$ cat src/rtl/reg_stack_pkg.sv
package reg_stack_pkg;

  typedef enum logic [1:0] {
    OP_NONE  = 2'd0,
    OP_PUSH  = 2'd1,
    OP_POP   = 2'd2,
    OP_CLASH = 2'd3
  } stk_op_e;

  function automatic stk_op_e decode_op(input logic push, input logic pop);
    case ({push, pop})
      2'b10:   return OP_PUSH;
      2'b01:   return OP_POP;
      2'b11:   return OP_CLASH;
      default: return OP_NONE;
    endcase
  endfunction

endpackage

$ cat src/rtl/reg_stack_ptr_ctrl.sv
module reg_stack_ptr_ctrl
  import reg_stack_pkg::*;
#(
  parameter int PTR_W = 6
) (
  input  logic             clk_i,
  input  logic             rst_ni,
  input  stk_op_e          op_i,
  output logic [PTR_W-1:0] sp_o,
  output logic [PTR_W-1:0] wr_ptr_o,
  output logic             do_push_o,
  output logic             do_pop_o,
  output logic             full_o,
  output logic             empty_o,
  output logic             ovf_o,
  output logic             unf_o,
  output logic             clash_o
);

  logic [PTR_W-1:0] sp_q, sp_inc, sp_dec;
  logic             full_q, empty_q;
  logic             ovf_q, unf_q, clash_q;

  assign sp_inc    = sp_q + PTR_W'(1);
  assign sp_dec    = sp_q - PTR_W'(1);
  assign do_push_o = (op_i == OP_PUSH) && !full_q;
  assign do_pop_o  = (op_i == OP_POP) && !empty_q;

  always_ff @(posedge clk_i or negedge rst_ni) begin
    if (!rst_ni) begin
      sp_q    <= '0;
      full_q  <= 1'b0;
      empty_q <= 1'b1;
      ovf_q   <= 1'b0;
      unf_q   <= 1'b0;
      clash_q <= 1'b0;
    end else begin
      ovf_q   <= (op_i == OP_PUSH) && full_q;
      unf_q   <= (op_i == OP_POP) && empty_q;
      clash_q <= (op_i == OP_CLASH);
      if (do_push_o) begin
        sp_q    <= sp_inc;
        full_q  <= (sp_inc == '0);  // wrap to zero marks the last free word used
        empty_q <= 1'b0;
      end else if (do_pop_o) begin
        sp_q    <= sp_dec;
        empty_q <= (sp_dec == '0);
        full_q  <= 1'b0;
      end
    end
  end

  assign sp_o     = sp_q;
  assign wr_ptr_o = sp_inc;
  assign full_o   = full_q;
  assign empty_o  = empty_q;
  assign ovf_o    = ovf_q;
  assign unf_o    = unf_q;
  assign clash_o  = clash_q;

endmodule

$ cat src/rtl/reg_stack_regs.sv
module reg_stack_regs #(
  parameter int DATA_W = 8,
  parameter int PTR_W  = 6
) (
  input  logic              clk_i,
  input  logic              rst_ni,
  input  logic              we_i,
  input  logic [PTR_W-1:0]  waddr_i,
  input  logic [DATA_W-1:0] wdata_i,
  input  logic [PTR_W-1:0]  raddr_i,
  output logic [DATA_W-1:0] rdata_o
);

  localparam int DEPTH = 1 << PTR_W;

  logic [DATA_W-1:0] words [DEPTH];

  for (genvar g = 0; g < DEPTH; g++) begin : g_word
    always_ff @(posedge clk_i or negedge rst_ni) begin
      if (!rst_ni) begin
        words[g] <= '0;
      end else if (we_i && (waddr_i == PTR_W'(g))) begin
        words[g] <= wdata_i;
      end
    end
  end

  assign rdata_o = words[raddr_i];

endmodule

$ cat src/rtl/reg_stack.sv
module reg_stack
  import reg_stack_pkg::*;
#(
  parameter int DATA_W = 8,
  parameter int PTR_W  = 6
) (
  input  logic              clk_i,
  input  logic              rst_ni,
  input  logic              push_i,
  input  logic              pop_i,
  input  logic [DATA_W-1:0] data_i,
  output logic [DATA_W-1:0] data_o,
  output logic [PTR_W-1:0]  sp_o,
  output logic              full_o,
  output logic              empty_o,
  output logic              ovf_err_o,
  output logic              unf_err_o,
  output logic              clash_err_o
);

  stk_op_e           op;
  logic [PTR_W-1:0]  sp, wr_ptr;
  logic              do_push, do_pop;
  logic [DATA_W-1:0] top_word;
  logic [DATA_W-1:0] dout_q;

  assign op = decode_op(push_i, pop_i);

  reg_stack_ptr_ctrl #(.PTR_W(PTR_W)) u_ctrl (
    .clk_i     (clk_i),
    .rst_ni    (rst_ni),
    .op_i      (op),
    .sp_o      (sp),
    .wr_ptr_o  (wr_ptr),
    .do_push_o (do_push),
    .do_pop_o  (do_pop),
    .full_o    (full_o),
    .empty_o   (empty_o),
    .ovf_o     (ovf_err_o),
    .unf_o     (unf_err_o),
    .clash_o   (clash_err_o)
  );

  reg_stack_regs #(.DATA_W(DATA_W), .PTR_W(PTR_W)) u_regs (
    .clk_i   (clk_i),
    .rst_ni  (rst_ni),
    .we_i    (do_push),
    .waddr_i (wr_ptr),
    .wdata_i (data_i),
    .raddr_i (sp),
    .rdata_o (top_word)
  );

  // read at the pre-decrement pointer
  always_ff @(posedge clk_i or negedge rst_ni) begin
    if (!rst_ni)     dout_q <= '0;
    else if (do_pop) dout_q <= top_word;
  end

  assign data_o = dout_q;
  assign sp_o   = sp;

endmodule

$ cat config.mk
export PLATFORM = sky130hd
export DESIGN_NAME = reg_stack
export DESIGN_NICKNAME = d
export VERILOG_FILES = /design/src/rtl/reg_stack_pkg.sv /design/src/rtl/reg_stack_ptr_ctrl.sv /design/src/rtl/reg_stack_regs.sv /design/src/rtl/reg_stack.sv
export SDC_FILE = /design/constraint.sdc
export NUM_CORES = 1
export LEC_CHECK = 0
export ABC_AREA = 0
export BUFFER_PORTS_ARGS = -buffer_cell sky130_fd_sc_hd__buf_4
export CAP_MARGIN = 25
export CORE_MARGIN = 2
export CORE_UTILIZATION = 55
export DETAILED_ROUTE_END_ITERATION = 7
export PLACE_DENSITY = 0.75
export SYNTH_ARGS = -nofsm -noshare
export SYNTH_HDL_FRONTEND = slang
export SYNTH_SLANG_ARGS = --single-unit
$ cat constraint.sdc
create_clock -name clk_i -period 3.2 [get_ports clk_i]
set_input_delay 0.64 -clock clk_i [delete_from_list [all_inputs] [get_ports clk_i]]
set_output_delay 0.64 -clock clk_i [all_outputs]
set_load 0.02 [all_outputs]
* Yosys cells after proc, flatten, opt, wreduce, memory -nomap -nowiden
Index checks and enable logic that the tools add are counted.
** Storage, ports and cells
- Register bits after elaboration :: 531
- Input bits :: 12
- Logic and storage cells :: 227
- Output and inout port bits :: 19
** Operators by class
- Eq/ne operators :: 69
- Reductions and logical operators :: 73
- Bitwise logic cells :: 1
- Mux-type cells :: 10
- Add/sub/neg operators :: 2
- Magnitude comparators :: 1
** Operators by type and width (count)
- equality test 6 bit (second input constant) :: 32
- equality test 6 x 5 -> 1 bit (second input constant) :: 16
- logical AND 1 bit :: 68
- binary-select mux 8 bit (select 6 bit) :: 1
- equality test 6 x 4 -> 1 bit (second input constant) :: 8
- equality test 6 x 3 -> 1 bit (second input constant) :: 4
- 2-to-1 mux 8 bit :: 2
- equality test 6 x 2 -> 1 bit (second input constant) :: 2
- zero test 6 bit :: 2
- 2-to-1 mux 6 bit :: 2
- equality test 2 bit (second input constant) :: 4
- greater-or-equal comparator 7 bit (second input constant) :: 1
- inverter 6 -> 7 bit :: 1
- adder 6 x 1 -> 6 bit (second input constant) :: 1
- equality test 6 x 1 -> 1 bit (second input constant) :: 1
- case mux 2 bit (3 select lines) :: 1
- subtractor 6 x 1 -> 6 bit (second input constant) :: 1
- equality test 2 x 1 -> 1 bit (second input constant) :: 2
- 2-to-1 mux 1 bit :: 4
- zero test 1 bit :: 2
- nonzero test 2 bit :: 1

* Depth between registers and ports, before layout
- Depth in word-level cells :: 6
- Gate-level depth with buffers :: 10

* Hierarchy
A second synthesis with hierarchy kept.
** Unflattened totals
- Cells, all modules :: 1598
- Area total of the unflattened synthesis :: 24591.1 um^2
** By module, submodules not included
- reg_stack_regs :: instances 1, area an instance 23572.6 um^2, cells an instance 1509
- reg_stack_ptr_ctrl :: instances 1, area an instance 679.4 um^2, cells an instance 70
- reg_stack :: instances 1, area an instance 339.1 um^2, cells an instance 19

* Least setup slack after synthesis
OpenSTA, ideal clock, no wires.
- Path type :: register -> register
- Start :: register u_ctrl.sp_q[0] (netlist: u_ctrl.sp_o[0])
- End :: register u_regs.words[100] in the netlist's numbering
- Library setup time :: 0.125 ns
- Arrival time :: 2.747 ns
- Stages on the path, launching flop included :: 10
- Setup slack :: 0.328 ns
- Path buffers :: 4
- Cell sequence :: dfrtp_1 > buf_2 > buf_2 > buf_2 > inv_2 > ha_1 > clkbuf_1 > nand3_1 > nor2_2 > mux2_2
** On the way
- Cells in the longest elaborated chain, start to end :: 3
** RTL lines
- from (decl) :: RTL line reg_stack_ptr_ctrl.sv:20 : logic [PTR_W-1:0] sp_q, sp_inc, sp_dec;
- from (signal assigned) :: RTL line reg_stack_ptr_ctrl.sv:42 : sp_q <= sp_inc;
- from (signal assigned) :: RTL line reg_stack_ptr_ctrl.sv:46 : sp_q <= sp_dec;
- adder 6 x 1 -> 6 bit :: RTL line reg_stack_ptr_ctrl.sv:24 : assign sp_inc = sp_q + PTR_W'(1);
- equality test 6 bit :: RTL line reg_stack_regs.sv:22 : end else if (we_i && (waddr_i == PTR_W'(g))) begin
- logical AND 1 bit :: RTL line reg_stack_regs.sv:22
- to (signal, indexed assignment) :: RTL line reg_stack_regs.sv:23 : words[g] <= wdata_i;
- to (decl) :: RTL line reg_stack_regs.sv:16 : logic [DATA_W-1:0] words [DEPTH];
Every way passes these cells.
A chain may end at the register's enable or synchronous reset.

* Final worst setup path
- Start :: register u_ctrl.sp_q[0] (netlist: u_ctrl.sp_o[0])
- End :: register u_regs.words[126] in the netlist's numbering
Same word-level chain as after synthesis.

==> impl_metrics.yaml <==
worst_setup_path:
  critical_path.max_fanout: 51
  crit_buf_inv: 1
  slowest_stage: "o41ai_2"
  crit_path_end_kind: "flop"
  path_class: "flop to flop"
  arrival_ns: 3.47
  required_ns: 3.68
  critical_path.top_delay_family: "compound AO/OA/AOI/OAI gates"
  crit_path_max_incr_delay_ns: 0.80
  cp_cell_sequence: "buf_12 > a21boi_0 > o41ai_2 > nand3_1 > nor2_2 > mux2_2"
  start_kind: "flop"
synth:
  synth.most_common_cell: "mux2_2"
  synth_area_um2: 24940
  async_reset_ff_frac: 1.000
  synthFlopType: "dfrtp_1"
  synth_area_leaders: "dfrtp_1 (53%), mux2_2 (27%), mux4_2 (7.0%)"
  seq_area_frac_synth: 0.5328
  synth-warning-count: 0
  syn_nets: 1748
  synth_edf_count: 0
  synthTopCellsByCount: "mux2_2 (594), dfrtp_1 (530), clkbuf_1 (84), mux4_2 (77), nand2_1 (55)"
  ys_ff_latch: 531
  syn_avg_cell_area_um2: 14.42
  yosysTopAreaCellShare: 0.5318
  synth_cell_type_count: 59
  netlist_instances: 1730
  yosysTopAreaCell: "dfrtp_1"
run:
  maxCapViolCount: 0
power_and_ir_drop:
  ir_drop_mv: 0.7450
  p_per_area_nw_per_um2: 928.0
  total_power_uw: 25750
  p_leak_uw: 0.01334
grt:
  antenna_found_initial: 0
  grt_pass1_vias: 15960
  grt_use_total: 0.2573
  grt_max_degree: 95
  grt_overflow: 0
  grt_pass1_wl_um: 93820
clocking:
  cts_buffers: 55
  htreeDepth: 2
  tritoncts: "yes"
  cts-root-buf: "clkbuf_16"
  numClockSinks: 531
  ctsHoldBuffers: 0
  max-clock-path-buffers: 3
  post_cts_buffers: 0
  clk_pin_slew_ns: 0.06
  clk_latency_ns: 0.62
  post_cts_resized: 0
finish:
  syn_to_final_growth_pct: 11.25
  nFillCells: 3437
  drive_gt1_frac: 0.5093
  nets: 1756
outcome:
  status: "finished, final reports clean"
route:
  routed_via_density: 6.283
  drt_iter0_drc: 1121
  wirelength_um: 58300
  drc: 0
  first_pass_iters: 5
  vias: 14980
  wl_per_cell_um: 24.45
  ant_nets: 0
floorplanning:
  dieArea_um2: 47070
  row_count: 78
  pin_count: 31
  start_util: 0.5532
  core_area_um2: 45090
  die_h_um: 217.0
  die_w_um: 217.0
sta:
  rsz0062_at_grt: "false"
  tightest_slew_ns: 0.8625
  min_period_ns: 2.987
  slew-limit-headroom: 0.4187
  setup_viol_count_final: 0
  max_freq_mhz: 334.8
  clock_skew_ns: 0.02413
  finalSetupTns_ns: 0
  finalHoldViolCount: 0
  drv_slew: 0
  period_share: 0.9333
placed_design:
  dp_hpwl_um: 35970
  numPortBuffers: 30
  gp_congestion: 0.8468
min_path:
  hold_path_class: "input pin to async pin"
-- path summary, 6_finish.rpt --
path,depth (start not counted),slack (ns),to,from
worst max-delay path,6,0.21,u_regs.words[126]$_DFFE_PN0P_,u_ctrl.sp_o[0]$_DFFE_PN0P_
worst min-delay path,1,0.003,u_regs.words[477]$_DFFE_PN0P_,rst_ni
worst max register to register,6,0.21,u_regs.words[126]$_DFFE_PN0P_,u_ctrl.sp_o[0]$_DFFE_PN0P_
worst min register to register,1,0.50,u_regs.words[495]$_DFFE_PN0P_,u_regs.words[495]$_DFFE_PN0P_
max in group asynchronous,2,2.23,u_regs.words[442]$_DFFE_PN0P_,rst_ni
min in group clk_i,2,0.30,u_ctrl.clash_o$_DFF_PN0_,push_i
-- layout by cell type (no fill, tap or decap), types with 15 or more instances in the layout --
cell type,instances
clkbuf_1,19
clkbuf_16,56
nand2_1,55
mux2i_1,16
nor3_1,18
nor2_1,27
mux4_2,77
o211ai_1,15
mux2_2,594
nand4_2,32
dfrtp_1,527
nor2_2,20
buf_4,73
nor2b_1,15
clkbuf_8,16
o22ai_1,39
-- where the power goes --
part	internal [uW]	switching, uW	leakage, uW
Combinational	4480	4520	0.00524
Clock	3750	2640	0.000887
Sequential	9070	1280	0.00722
Total	17300	8440	0.0133
-- per-stage QoR --
stage                     instance area, um^2  instances  setup slack [ns]  hold WS [ns]  utilization
after CTS                               27740       2383            0.1453      0.001381       0.6153
after floorplan                         24940       1730            0.3279        0.3444            -
after global placement                  25930       2281            0.2356        0.4790       0.5750
after detailed placement                25930       2281            0.1749        0.4851       0.5750
final                                   27750       2384            0.2134      0.003029       0.6154
after global routing                    27740       2383           0.04121       0.03514       0.6153
-- cells by family after synthesis --
kind of cell / Yosys count / share of synthesized area
compound gates: 136 / 0.03868
xor+xnor: 7 / 0.002458
fa+ha+maj: 6 / 0.003010
buf+inv: 139 / 0.02308
flops: 531 / 0.5328
mux: 689 / 0.3452
simple gates: 222 / 0.05473
-- area by class of cell --
type | instances | area [um^2] | share of cell area
Antenna cell | 1 | 2.502 | 0.00009019
Timing Repair Buffer | 84 | 763.2 | 0.02751
Clock inverter | 11 | 125.1 | 0.004509
Clock buffer | 91 | 1693 | 0.06101
Tap cell | 600 | 750.7 | 0.02706
Sequential cell | 531 | 13300 | 0.4793
Inverter | 6 | 22.52 | 0.0008117
Multi-Input combinational cell | 1060 | 11090 | 0.3998
-- layer usage --
layer	share of wire	wire length [um]	global-route usage	vias up
li1	-	-	-	6467
met1	0.45	26150	0.3703	8039
met2	0.48	27830	0.4103	371
met3	0.046	2703	0.03187	102
met4	0.028	1612	0.08516	0
met5	0	0	0	-
-- sequential cells by signal (all words and copies together), names as in the netlist --
signal,count
u_ctrl.clash_o,1
u_ctrl.empty_o,1
u_ctrl.ovf_o,1
u_ctrl.unf_o,1
u_regs.words,512
u_ctrl.full_o,1
u_ctrl.sp_o,6
data_o,8
(Power assumes the default switching activity.)
